[config.mk]
export PLATFORM = sky130hd
export DESIGN_NAME = disp_line_pulse_gen
export DESIGN_NICKNAME = d
export VERILOG_FILES = /design/src/rtl/dlp_pkg.sv /design/src/rtl/dlp_line_counter.sv /design/src/rtl/dlp_line_shadow.sv /design/src/rtl/dlp_pulse_edge.sv /design/src/rtl/dlp_out_gate.sv /design/src/rtl/disp_line_pulse_gen.sv
export SDC_FILE = /design/constraint.sdc
export NUM_CORES = 1
export LEC_CHECK = 0
export ABC_AREA = 1
export BUFFER_PORTS_ARGS = -buffer_cell sky130_fd_sc_hd__buf_2
export CELL_PAD_IN_SITES_DETAIL_PLACEMENT = 1
export CELL_PAD_IN_SITES_GLOBAL_PLACEMENT = 1
export CORE_UTILIZATION = 39
export CTS_BUF_LIST = sky130_fd_sc_hd__clkbuf_4 sky130_fd_sc_hd__clkbuf_8
export DETAILED_ROUTE_END_ITERATION = 8
export PLACE_DENSITY_LB_ADDON = 0.1
export SYNTH_ARGS = -nofsm -noshare
export SYNTH_HDL_FRONTEND = slang
export SYNTH_SLANG_ARGS = --single-unit
export TNS_END_PERCENT = 100
[constraint.sdc]
create_clock -name clk -period 3 [get_ports clk]
set_clock_uncertainty 0.05 [all_clocks]
set_input_delay 0.45 -clock clk [delete_from_list [all_inputs] [get_ports clk]]
set_output_delay 0.45 -clock clk [all_outputs]
set_load 0.02 [all_outputs]
[src/rtl/dlp_pkg.sv]
package dlp_pkg;
  localparam int NPULSE = 4;
  localparam int POS_W  = 9;
  localparam int FINE_W = 2;
  localparam int CNT_W  = POS_W + 3;

  localparam int IDX_BLANK = 0;
  localparam int IDX_WRITE = 1;
  localparam int IDX_READ  = 2;
  localparam int IDX_DISP  = 3;

  typedef struct packed {
    logic                       step_x4;
    logic                       prog;
    logic                       rd_alt;
    logic                       wr_alt;
    logic                       rd_inv;
    logic                       wr_inv;
    logic [NPULSE*POS_W-1:0]    start;
    logic [NPULSE*POS_W-1:0]    stop;
    logic [NPULSE*FINE_W-1:0]   fine;
  } line_cfg_t;

  // Edge position in clocks: coarse times step plus fine offset.
  function automatic logic [CNT_W-1:0] edge_pos(input logic [POS_W-1:0] coarse,
                                                input logic [FINE_W-1:0] fine,
                                                input logic x4);
    logic [CNT_W-1:0] base;
    base = x4 ? (CNT_W'(coarse) << 2) : (CNT_W'(coarse) << 1);
    return base + CNT_W'(fine);
  endfunction

  // Gate term for an enable: 1 lets the pulse through.
  function automatic logic alt_gate(input logic active, input logic inv,
                                    input logic ref_in);
    return !active || (ref_in ^ inv);
  endfunction
endpackage

[src/rtl/dlp_line_counter.sv]
module dlp_line_counter
  import dlp_pkg::*;
(
  input  logic             clk,
  input  logic             rst_n,
  input  logic             line_reset,
  output logic [CNT_W-1:0] hcount
);
  localparam logic [CNT_W-1:0] CNT_MAX = '1;
  logic at_max;
  assign at_max = (hcount == CNT_MAX);

  always_ff @(posedge clk or negedge rst_n) begin
    if (!rst_n)          hcount <= '0;
    else if (line_reset) hcount <= '0;
    else if (!at_max)    hcount <= hcount + 1'b1;
  end

  p_count_advance_r2: assert property (@(posedge clk) disable iff (!rst_n)
    (!line_reset && !at_max) |=> (hcount == $past(hcount) + 1'b1));
  p_count_restart_r7: assert property (@(posedge clk) disable iff (!rst_n)
    line_reset |=> (hcount == '0));
endmodule

[src/rtl/dlp_line_shadow.sv]
module dlp_line_shadow
  import dlp_pkg::*;
(
  input  logic      clk,
  input  logic      rst_n,
  input  logic      line_reset,
  input  line_cfg_t cfg_in,
  output line_cfg_t cfg_q
);
  always_ff @(posedge clk or negedge rst_n) begin
    if (!rst_n)          cfg_q <= '0;
    else if (line_reset) cfg_q <= cfg_in;
  end

  p_cfg_held_r8: assert property (@(posedge clk) disable iff (!rst_n)
    !line_reset |=> $stable(cfg_q));
endmodule

[src/rtl/dlp_pulse_edge.sv]
module dlp_pulse_edge
  import dlp_pkg::*;
(
  input  logic             clk,
  input  logic             rst_n,
  input  logic             line_reset,
  input  logic [CNT_W-1:0] hcount,
  input  logic [CNT_W-1:0] start_pos,
  input  logic [CNT_W-1:0] stop_pos,
  output logic             pulse_next,
  output logic             pulse_q
);
  logic hit_start, hit_stop, empty_pulse;
  assign hit_start   = (hcount == start_pos);
  assign hit_stop    = (hcount == stop_pos);
  assign empty_pulse = (start_pos == stop_pos);

  always_comb begin
    if (line_reset)                    pulse_next = 1'b0;
    else if (hit_start && !empty_pulse) pulse_next = 1'b1;
    else if (hit_stop)                 pulse_next = 1'b0;
    else                               pulse_next = pulse_q;
  end

  always_ff @(posedge clk or negedge rst_n) begin
    if (!rst_n) pulse_q <= 1'b0;
    else        pulse_q <= pulse_next;
  end

  p_empty_stays_low_r5: assert property (@(posedge clk) disable iff (!rst_n)
    (empty_pulse && !line_reset && !pulse_q) |=> !pulse_q);
  p_line_clears_r7: assert property (@(posedge clk) disable iff (!rst_n)
    line_reset |=> !pulse_q);
endmodule

[src/rtl/dlp_out_gate.sv]
module dlp_out_gate
  import dlp_pkg::*;
(
  input  logic clk,
  input  logic rst_n,
  input  logic pulse_next,
  input  logic gate_active,
  input  logic gate_inv,
  input  logic ref_in,
  output logic out_q
);
  logic pass;
  assign pass = alt_gate(gate_active, gate_inv, ref_in);

  always_ff @(posedge clk or negedge rst_n) begin
    if (!rst_n) out_q <= 1'b0;
    else        out_q <= pulse_next & pass;
  end

  p_alt_line_blocked_r9_r10: assert property (@(posedge clk) disable iff (!rst_n)
    (gate_active && (ref_in == gate_inv)) |=> !out_q);
  p_ungated_follows_r11: assert property (@(posedge clk) disable iff (!rst_n)
    (!gate_active && pulse_next) |=> out_q);
endmodule

[src/rtl/disp_line_pulse_gen.sv]
module disp_line_pulse_gen
  import dlp_pkg::*;
(
  input  logic                     clk,
  input  logic                     rst_n,
  input  logic                     line_reset,
  input  logic                     step_x4,
  input  logic [NPULSE*POS_W-1:0]  cfg_start,
  input  logic [NPULSE*POS_W-1:0]  cfg_stop,
  input  logic [NPULSE*FINE_W-1:0] cfg_fine,
  input  logic                     prog_scan,
  input  logic                     rd_alt_en,
  input  logic                     wr_alt_en,
  input  logic                     rd_alt_inv,
  input  logic                     wr_alt_inv,
  input  logic                     half_line_ref,
  output logic                     blank_o,
  output logic                     wr_en_o,
  output logic                     rd_en_o,
  output logic                     disp_o
);
  line_cfg_t         cfg_live, cfg_sh;
  logic [CNT_W-1:0]  hcount;
  logic [NPULSE-1:0] pulse_next, pulse_q, out_vec;
  logic [NPULSE-1:0] gate_active, gate_inv;

  assign cfg_live = '{step_x4: step_x4, prog: prog_scan, rd_alt: rd_alt_en,
                      wr_alt: wr_alt_en, rd_inv: rd_alt_inv, wr_inv: wr_alt_inv,
                      start: cfg_start, stop: cfg_stop, fine: cfg_fine};

  dlp_line_shadow u_shadow (.clk(clk), .rst_n(rst_n), .line_reset(line_reset),
                            .cfg_in(cfg_live), .cfg_q(cfg_sh));

  dlp_line_counter u_count (.clk(clk), .rst_n(rst_n), .line_reset(line_reset),
                            .hcount(hcount));

  always_comb begin
    gate_active = '0;
    gate_inv    = '0;
    gate_active[IDX_READ]  = cfg_sh.prog & cfg_sh.rd_alt;
    gate_inv[IDX_READ]     = cfg_sh.rd_inv;
    gate_active[IDX_WRITE] = cfg_sh.prog & cfg_sh.wr_alt;
    gate_inv[IDX_WRITE]    = cfg_sh.wr_inv;
  end

  for (genvar i = 0; i < NPULSE; i++) begin : g_pulse
    logic [CNT_W-1:0] start_pos, stop_pos;
    assign start_pos = edge_pos(cfg_sh.start[i*POS_W +: POS_W],
                                cfg_sh.fine[i*FINE_W +: FINE_W], cfg_sh.step_x4);
    assign stop_pos  = edge_pos(cfg_sh.stop[i*POS_W +: POS_W],
                                cfg_sh.fine[i*FINE_W +: FINE_W], cfg_sh.step_x4);

    dlp_pulse_edge u_edge (.clk(clk), .rst_n(rst_n), .line_reset(line_reset),
                           .hcount(hcount), .start_pos(start_pos),
                           .stop_pos(stop_pos), .pulse_next(pulse_next[i]),
                           .pulse_q(pulse_q[i]));

    dlp_out_gate u_gate (.clk(clk), .rst_n(rst_n), .pulse_next(pulse_next[i]),
                         .gate_active(gate_active[i]), .gate_inv(gate_inv[i]),
                         .ref_in(half_line_ref), .out_q(out_vec[i]));
  end

  assign blank_o = out_vec[IDX_BLANK];
  assign wr_en_o = out_vec[IDX_WRITE];
  assign rd_en_o = out_vec[IDX_READ];
  assign disp_o  = out_vec[IDX_DISP];

  p_never_gated_r12: assert property (@(posedge clk) disable iff (!rst_n)
    (gate_active[IDX_BLANK] == 1'b0) && (gate_active[IDX_DISP] == 1'b0));
  p_outputs_clear_r7: assert property (@(posedge clk) disable iff (!rst_n)
    line_reset |=> (out_vec == '0));
endmodule

# Word level (Yosys, flattened, before mapping)
# Index checks and enable logic that the tools add are counted.
[word_totals]
register_bits = 104
out_inout_bits = 4
[op_classes]
add_sub_neg = 9
n_eq_ne = 14
mux = 22
bitwise = 6
reduce_logical = 14
[op_table]
columns = ["operator", "count"]
rows = [
  ["12-bit == test", 12],
  ["11-bit two-way mux", 8],
  ["11-bit by 2-bit adder with 12-bit output", 6],
  ["12-bit by 2-bit adder with 12-bit output", 2],
  ["12-bit two-way mux", 2],
  ["12-bit by 1-bit adder with 12-bit output, second input constant", 1],
  ["12-bit == test, second input constant", 1],
  ["1-bit two-way mux", 12],
  ["1-bit logical NOT", 6],
  ["3-bit nonzero test", 2],
  ["1-bit AND", 4],
  ["1-bit logical AND", 4],
  ["1-bit logical OR", 2],
  ["2-bit inequality test, second input constant", 1],
  ["1-bit XOR", 2],
]

# Longest topological paths before layout
[depth]
word_depth = 8
mapped_depth = 23
mapped_depth_nobuf = 19

# By module
# From an unflattened synthesis, not the netlist that was laid out.
[hier_totals]
cells_unflattened = 1454
hier_area_um2 = 9166.3
[modules_own_cells]
columns = ["module", "n_inst", "cells_per_inst", "area_per_inst_um2", "seq_area_each_um2"]
rows = [
  ["dlp_line_shadow", 1, 364, 3261.9, 2152.1],
  ["disp_line_pulse_gen", 1, 534, 2686.3, 0.0],
  ["dlp_pulse_edge", 4, 108, 575.6, 25.0],
  ["dlp_line_counter", 1, 92, 705.7, 300.3],
  ["dlp_out_gate", 4, 8, 52.6, 25.0],
]

# Worst setup path after synthesis
# No wires, ideal clock.
[synth_path]
path_type = "register -> register"
from = "reg u_shadow.cfg_q[85] (netlist name)"
to = "reg g_pulse[2].u_gate.out_q"
setup_time_ps = 119
arrival_ps = 2598
required_ps = 2831
setup_slack_ps = 233
stages_incl_launch_ff = 22
path_buffers = 5
path_cell_list = "dfrtp_1 buf_6 buf_12 buf_8 buf_6 buf_4 nor2_1 ha_1 ha_1 inv_1 nor2_1 nand3_1 nand2_1 nand2_1 nand2_1 nand2_1 nor2_1 nand3_1 o21ai_1 nand2_1 nand2_1 nor2_1"
[synth_between]
elab_chain_cells = 8
[synth_lines]
columns = ["element", "line_no", "source"]
rows = [
  ["from (decl)", "dlp_line_shadow.sv:8", "output line_cfg_t cfg_q"],
  ["from (signal assigned)", "dlp_line_shadow.sv:12", "else if (line_reset) cfg_q <= cfg_in;"],
  ["11-bit two-way mux", "dlp_pkg.sv:29", "base = x4 ? (CNT_W'(coarse) << 2) : (CNT_W'(coarse) << 1);"],
  ["11-bit by 2-bit adder with 12-bit output", "dlp_pkg.sv:30", "return base + CNT_W'(fine);"],
  ["12-bit == test", "dlp_pulse_edge.sv:16", "assign empty_pulse = (start_pos == stop_pos);"],
  ["1-bit logical NOT", "dlp_pulse_edge.sv:20", "else if (hit_start && !empty_pulse) pulse_next = 1'b1;"],
  ["1-bit logical AND", "dlp_pulse_edge.sv:20", ""],
  ["1-bit two-way mux (*)", "dlp_pulse_edge.sv:20", ""],
  ["1-bit two-way mux (*)", "dlp_pulse_edge.sv:19", "if (line_reset) pulse_next = 1'b0;"],
  ["1-bit AND (*)", "dlp_out_gate.sv:17", "else out_q <= pulse_next & pass;"],
  ["to (signal assigned)", "dlp_out_gate.sv:17", ""],
  ["to (decl)", "dlp_out_gate.sv:10", "output logic out_q"],
]
# Every way passes the cells marked *; elsewhere a longest branch is shown, timed or not.
# A chain may end at the register's enable or synchronous reset.

# Final worst setup path
[layout_path]
from = "reg u_shadow.cfg_q[85] (netlist name)"
to = "reg g_pulse[0].u_gate.out_q"
[layout_between]
elab_chain_cells = 7
[layout_lines]
columns = ["element", "line_no"]
rows = [
  ["11-bit two-way mux", "dlp_pkg.sv:29"],
  ["11-bit by 2-bit adder with 12-bit output", "dlp_pkg.sv:30"],
  ["12-bit == test", "dlp_pulse_edge.sv:16"],
  ["1-bit logical NOT", "dlp_pulse_edge.sv:20"],
  ["1-bit logical AND", "dlp_pulse_edge.sv:20"],
  ["1-bit two-way mux", "dlp_pulse_edge.sv:20"],
  ["1-bit two-way mux", "dlp_pulse_edge.sv:19"],
  ["to (signal assigned)", "dlp_out_gate.sv:17"],
  ["to (decl)", "dlp_out_gate.sv:10"],
]
# Several ways; a longest one is shown, not always the timed one.

==> metrics.cfg <==
[synthesis]
most_instantiated_flip_flop_cell_in_the_synthesis_netlist = sky130_fd_sc_hd__dfrtp_1
yosys.cell_types.count = 37
synth-seq-cells = 104
yosys_warning_total = 0
netlist.top_cell.by_area = sky130_fd_sc_hd__dfrtp_1
synth_top_area_share = 0.277
synth_enable_flop_cells = 0
synth.avg_cell_area_um2 = 6.01
synthesis.instances = 1562
post_synth_instance_area_um2 = 9390
netlist_top_cells_area = sky130_fd_sc_hd__dfrtp_1, sky130_fd_sc_hd__nand2_1, sky130_fd_sc_hd__nand3_1
netlist_top_cells_count = sky130_fd_sc_hd__nand2_1, sky130_fd_sc_hd__inv_1, sky130_fd_sc_hd__nand3_1
yosysSeqAreaShare = 0.277
syn_nets = 1669
yosysMostFrequentCell = sky130_fd_sc_hd__nand2_1
synth-async-reset-ratio = 1.00

[sta]
layout_min_cycle_time_ps = 2780
hold_ws_ps = 161
maxSlewHeadroom = 0.546
final.period_utilization = 0.925
timing.setup.tns_ps = 0
setup_viol = 0
worst_pin_slew_ps = 681
drv_slew = 0
max_clock_freq_mhz = 360
timing.final.hold_violations = 0
grt_setup_unrepaired = no

[routing]
dr_total_vias = 9956
vias_per_cell = 5.06
post_drt_wl_per_cell_um = 16.0
drc = 0
antenna_violating_nets_post_route = 0
wirelength_um = 31500
drt-pass1-iter-count = 5
drt_iter0_drcs = 388

[clock_network]
tritoncts_num_sinks = 104
clk_latency_ps = 420
cts_tree = done
cts.clk_slew.worst_paths_ps = 140
cts_setup_buffers = 0
htree_levels = 3
root_buffer_cell = sky130_fd_sc_hd__clkbuf_8
cts_max_path_buffers = 2
cts_inserted_buffers = 9

[setup_path]
critPathSlowestCell = sky130_fd_sc_hd__dfrtp_4
worstSetupStartpointType = flip-flop
worst_setup_path_end_kind = flip-flop
timing.critical_path.slowest_cell_delay_ps = 530
critical_path.max_fanout = 67
critPathKind = flip-flop to flip-flop
timing.critical_path.mode_cell = sky130_fd_sc_hd__nand2_1
cpLargestDelayFamily = simple AND/OR/NAND/NOR gates
crit_chain = buf_12 -> nor2_1 -> ha_1 -> ha_1 -> nand3_2 -> nor2_1 -> nand2_1 -> xor2_1 -> clkinv_1 -> nand2_1 -> nand3_1 -> nor2_1 -> nand2_1 -> nand2_1 -> a21oi_1
timing.critical_path.buf_inv = 2
crit_arrival_ps = 3010
cp.required_ps = 3230

[power]
clock_power_share = 0.233
worst_supply_voltage_drop_on_vdd_uv = 195
cell_internal_power_mw = 2.36
power.density_nw_per_um2 = 387
p_leak_nw = 5.35
power.share.sequential = 0.394
power_switching_share = 0.414
report.power.total_mw = 4.03
p_switching_mw = 1.67
power.combinational.fraction = 0.373

[final_layout]
share_of_final_layout_standard_cells_stronger_than_drive_strength_1 = 0.123
n_fill_cell = 3358
layout.cell_area.non_filler_um2 = 10400
flow.area_growth_from_synthesis_pct = 11.0
multiInputGateArea_um2 = 5880
post_layout_nets = 1750
seqCellArea_um2 = 2610
insertedDiodeCount = 0

[grt]
grt_overflow = 0
grt_start_max_net_pins = 73
grt_antenna_before_repair = 0
grt_first_pass_wirelength_um = 50700
gr-usage-all-layers = 0.266
number_of_global_route_vias_before_repair = 9802

[worst_hold_path]
hold_path.class = input port to flip-flop

[flow_run]
maxCapViolCount = 0

[floorplanning]
die_h_um = 157
coreArea_um2 = 23500
io_pins = 94
starting_density_of_the_core = 0.399
die_w_um = 157
dieArea_um2 = 24700
floorplan.rows = 56

[place]
port_buffers = 93
gp_routability_congestion = 0.886
placed_instance_area_um2 = 10200
detailedPlacementHpwl_um = 24600

[status]
result_of_the_run = completed

per-layer routing:
metal	share of wire	global-route usage	vias to the layer above
met1	0.47	0.350	4725
met4	0.015	0.0638	0
met3	0.033	0.0350	32
li1	-	-	5059
met2	0.48	0.461	140
met5	0	0	-
flip-flops by register name (all words and copies together), names as in the netlist:
| signal | cells |
|---|---|
| g_pulse.u_edge.pulse_q | 3 |
| g_pulse.u_gate.out_q | 3 |
| u_count.hcount | 12 |
| u_shadow.cfg_q | 86 |
metrics by stage:
| step | setup slack, ps | util | cells |
|---|---|---|---|
| 2_1_floorplan | 233 | - | 1562 |
| 3_3_place_gp | 287 | 0.432 | 1950 |
| 3_5_place_dp | 146 | 0.432 | 1950 |
| 4_1_cts | 87.7 | 0.440 | 1967 |
| 5_1_grt | 3.55 | 0.443 | 1967 |
| 6_report | 224 | 0.443 | 1967 |
path summary, 6_finish.rpt:
kind / start / end / slack [ps] / cells after the start
worst max-delay path: u_shadow.cfg_q[85] / g_pulse[0].u_gate.out_q / 220 / 15
worst min-delay path: wr_alt_en / u_shadow.cfg_q[82] / 160 / 3
worst max register to register: u_shadow.cfg_q[85] / g_pulse[0].u_gate.out_q / 220 / 15
worst min register to register: u_shadow.cfg_q[4] / u_shadow.cfg_q[4] / 460 / 2
max in group asynchronous: rst_n / u_shadow.cfg_q[66] / 1640 / 3
min in group asynchronous: rst_n / u_shadow.cfg_q[84] / 510 / 2
cell usage in the layout, fill, tap and decap left out, types with 3 or more instances in the layout:
| master | n |
|---|---|
| sky130_fd_sc_hd__clkinv_1 | 8 |
| sky130_fd_sc_hd__o21ai_2 | 25 |
| sky130_fd_sc_hd__inv_8 | 4 |
| sky130_fd_sc_hd__ha_1 | 13 |
| sky130_fd_sc_hd__ha_2 | 3 |
| sky130_fd_sc_hd__nand3_1 | 134 |
| sky130_fd_sc_hd__dfrtp_1 | 103 |
| sky130_fd_sc_hd__a21oi_1 | 14 |
| sky130_fd_sc_hd__o21ai_1 | 32 |
| sky130_fd_sc_hd__o211ai_1 | 3 |
| sky130_fd_sc_hd__inv_2 | 5 |
| sky130_fd_sc_hd__buf_12 | 4 |
| sky130_fd_sc_hd__o21ai_0 | 85 |
| sky130_fd_sc_hd__nand4_1 | 19 |
| sky130_fd_sc_hd__nor2_1 | 125 |
| sky130_fd_sc_hd__nor2_2 | 13 |
| sky130_fd_sc_hd__nor3_1 | 8 |
| sky130_fd_sc_hd__o21bai_1 | 5 |
| sky130_fd_sc_hd__nand2_1 | 670 |
| sky130_fd_sc_hd__buf_4 | 24 |
| sky130_fd_sc_hd__inv_1 | 149 |
| sky130_fd_sc_hd__clkbuf_8 | 9 |
| sky130_fd_sc_hd__or2_1 | 3 |
| sky130_fd_sc_hd__nand3b_1 | 4 |
| sky130_fd_sc_hd__xnor2_1 | 29 |
| sky130_fd_sc_hd__nor2_4 | 4 |
| sky130_fd_sc_hd__buf_2 | 91 |
| sky130_fd_sc_hd__nand2_2 | 12 |
| sky130_fd_sc_hd__xor2_1 | 34 |
kinds of logic (layout without fill, tap and decap cells):
| family | Yosys count | after routing | share of synthesized area |
|---|---|---|---|
| AND/OR/NAND/NOR | 995 | 995 | 0.433 |
| buffers and inverters | 213 | 299 | 0.101 |
| AO/OA/AOI/OAI | 168 | 168 | 0.103 |
| flip-flops | 104 | 104 | 0.277 |
| XOR/XNOR | 65 | 65 | 0.0636 |
| adder cells (fa/ha/maj) | 17 | 17 | 0.0227 |
power by group through the flow:
stage                     Clock [mW]  Combinational (mW)  Sequential, mW
after global routing            1.02                1.71            1.60
after floorplan                    0                1.11            1.59
final                          0.939                1.50            1.59
after detailed placement           0                1.49            1.62
after global placement             0                1.45            1.61
after CTS                      0.970                1.50            1.59
cell type report:
cell class,instances,share of cell area
clock buffer,9,0.0119
clock inverter,7,0.00636
inverter,163,0.0588
multi-input combinational,1245,0.565
sequential,104,0.250
tap,319,0.0383
timing repair buffer,120,0.0697
worst register-to-register path: cells and delay by family, from the launching register on:
kind / cells / cell delay, ps
AND/OR/NAND/NOR: 9 / 1040
XOR/XNOR: 1 / 280
AO/OA/AOI/OAI: 1 / 60
buffers and inverters: 2 / 340
flip-flops: 1 / 530
adder cells (fa/ha/maj): 2 / 350
repair_timing:
action,CTS,global route
gates resized for setup,0,14
setup endpoints to repair,0,2
hold endpoints to repair,3,0
hold buffers,1,0
(Power assumes the default switching activity.)
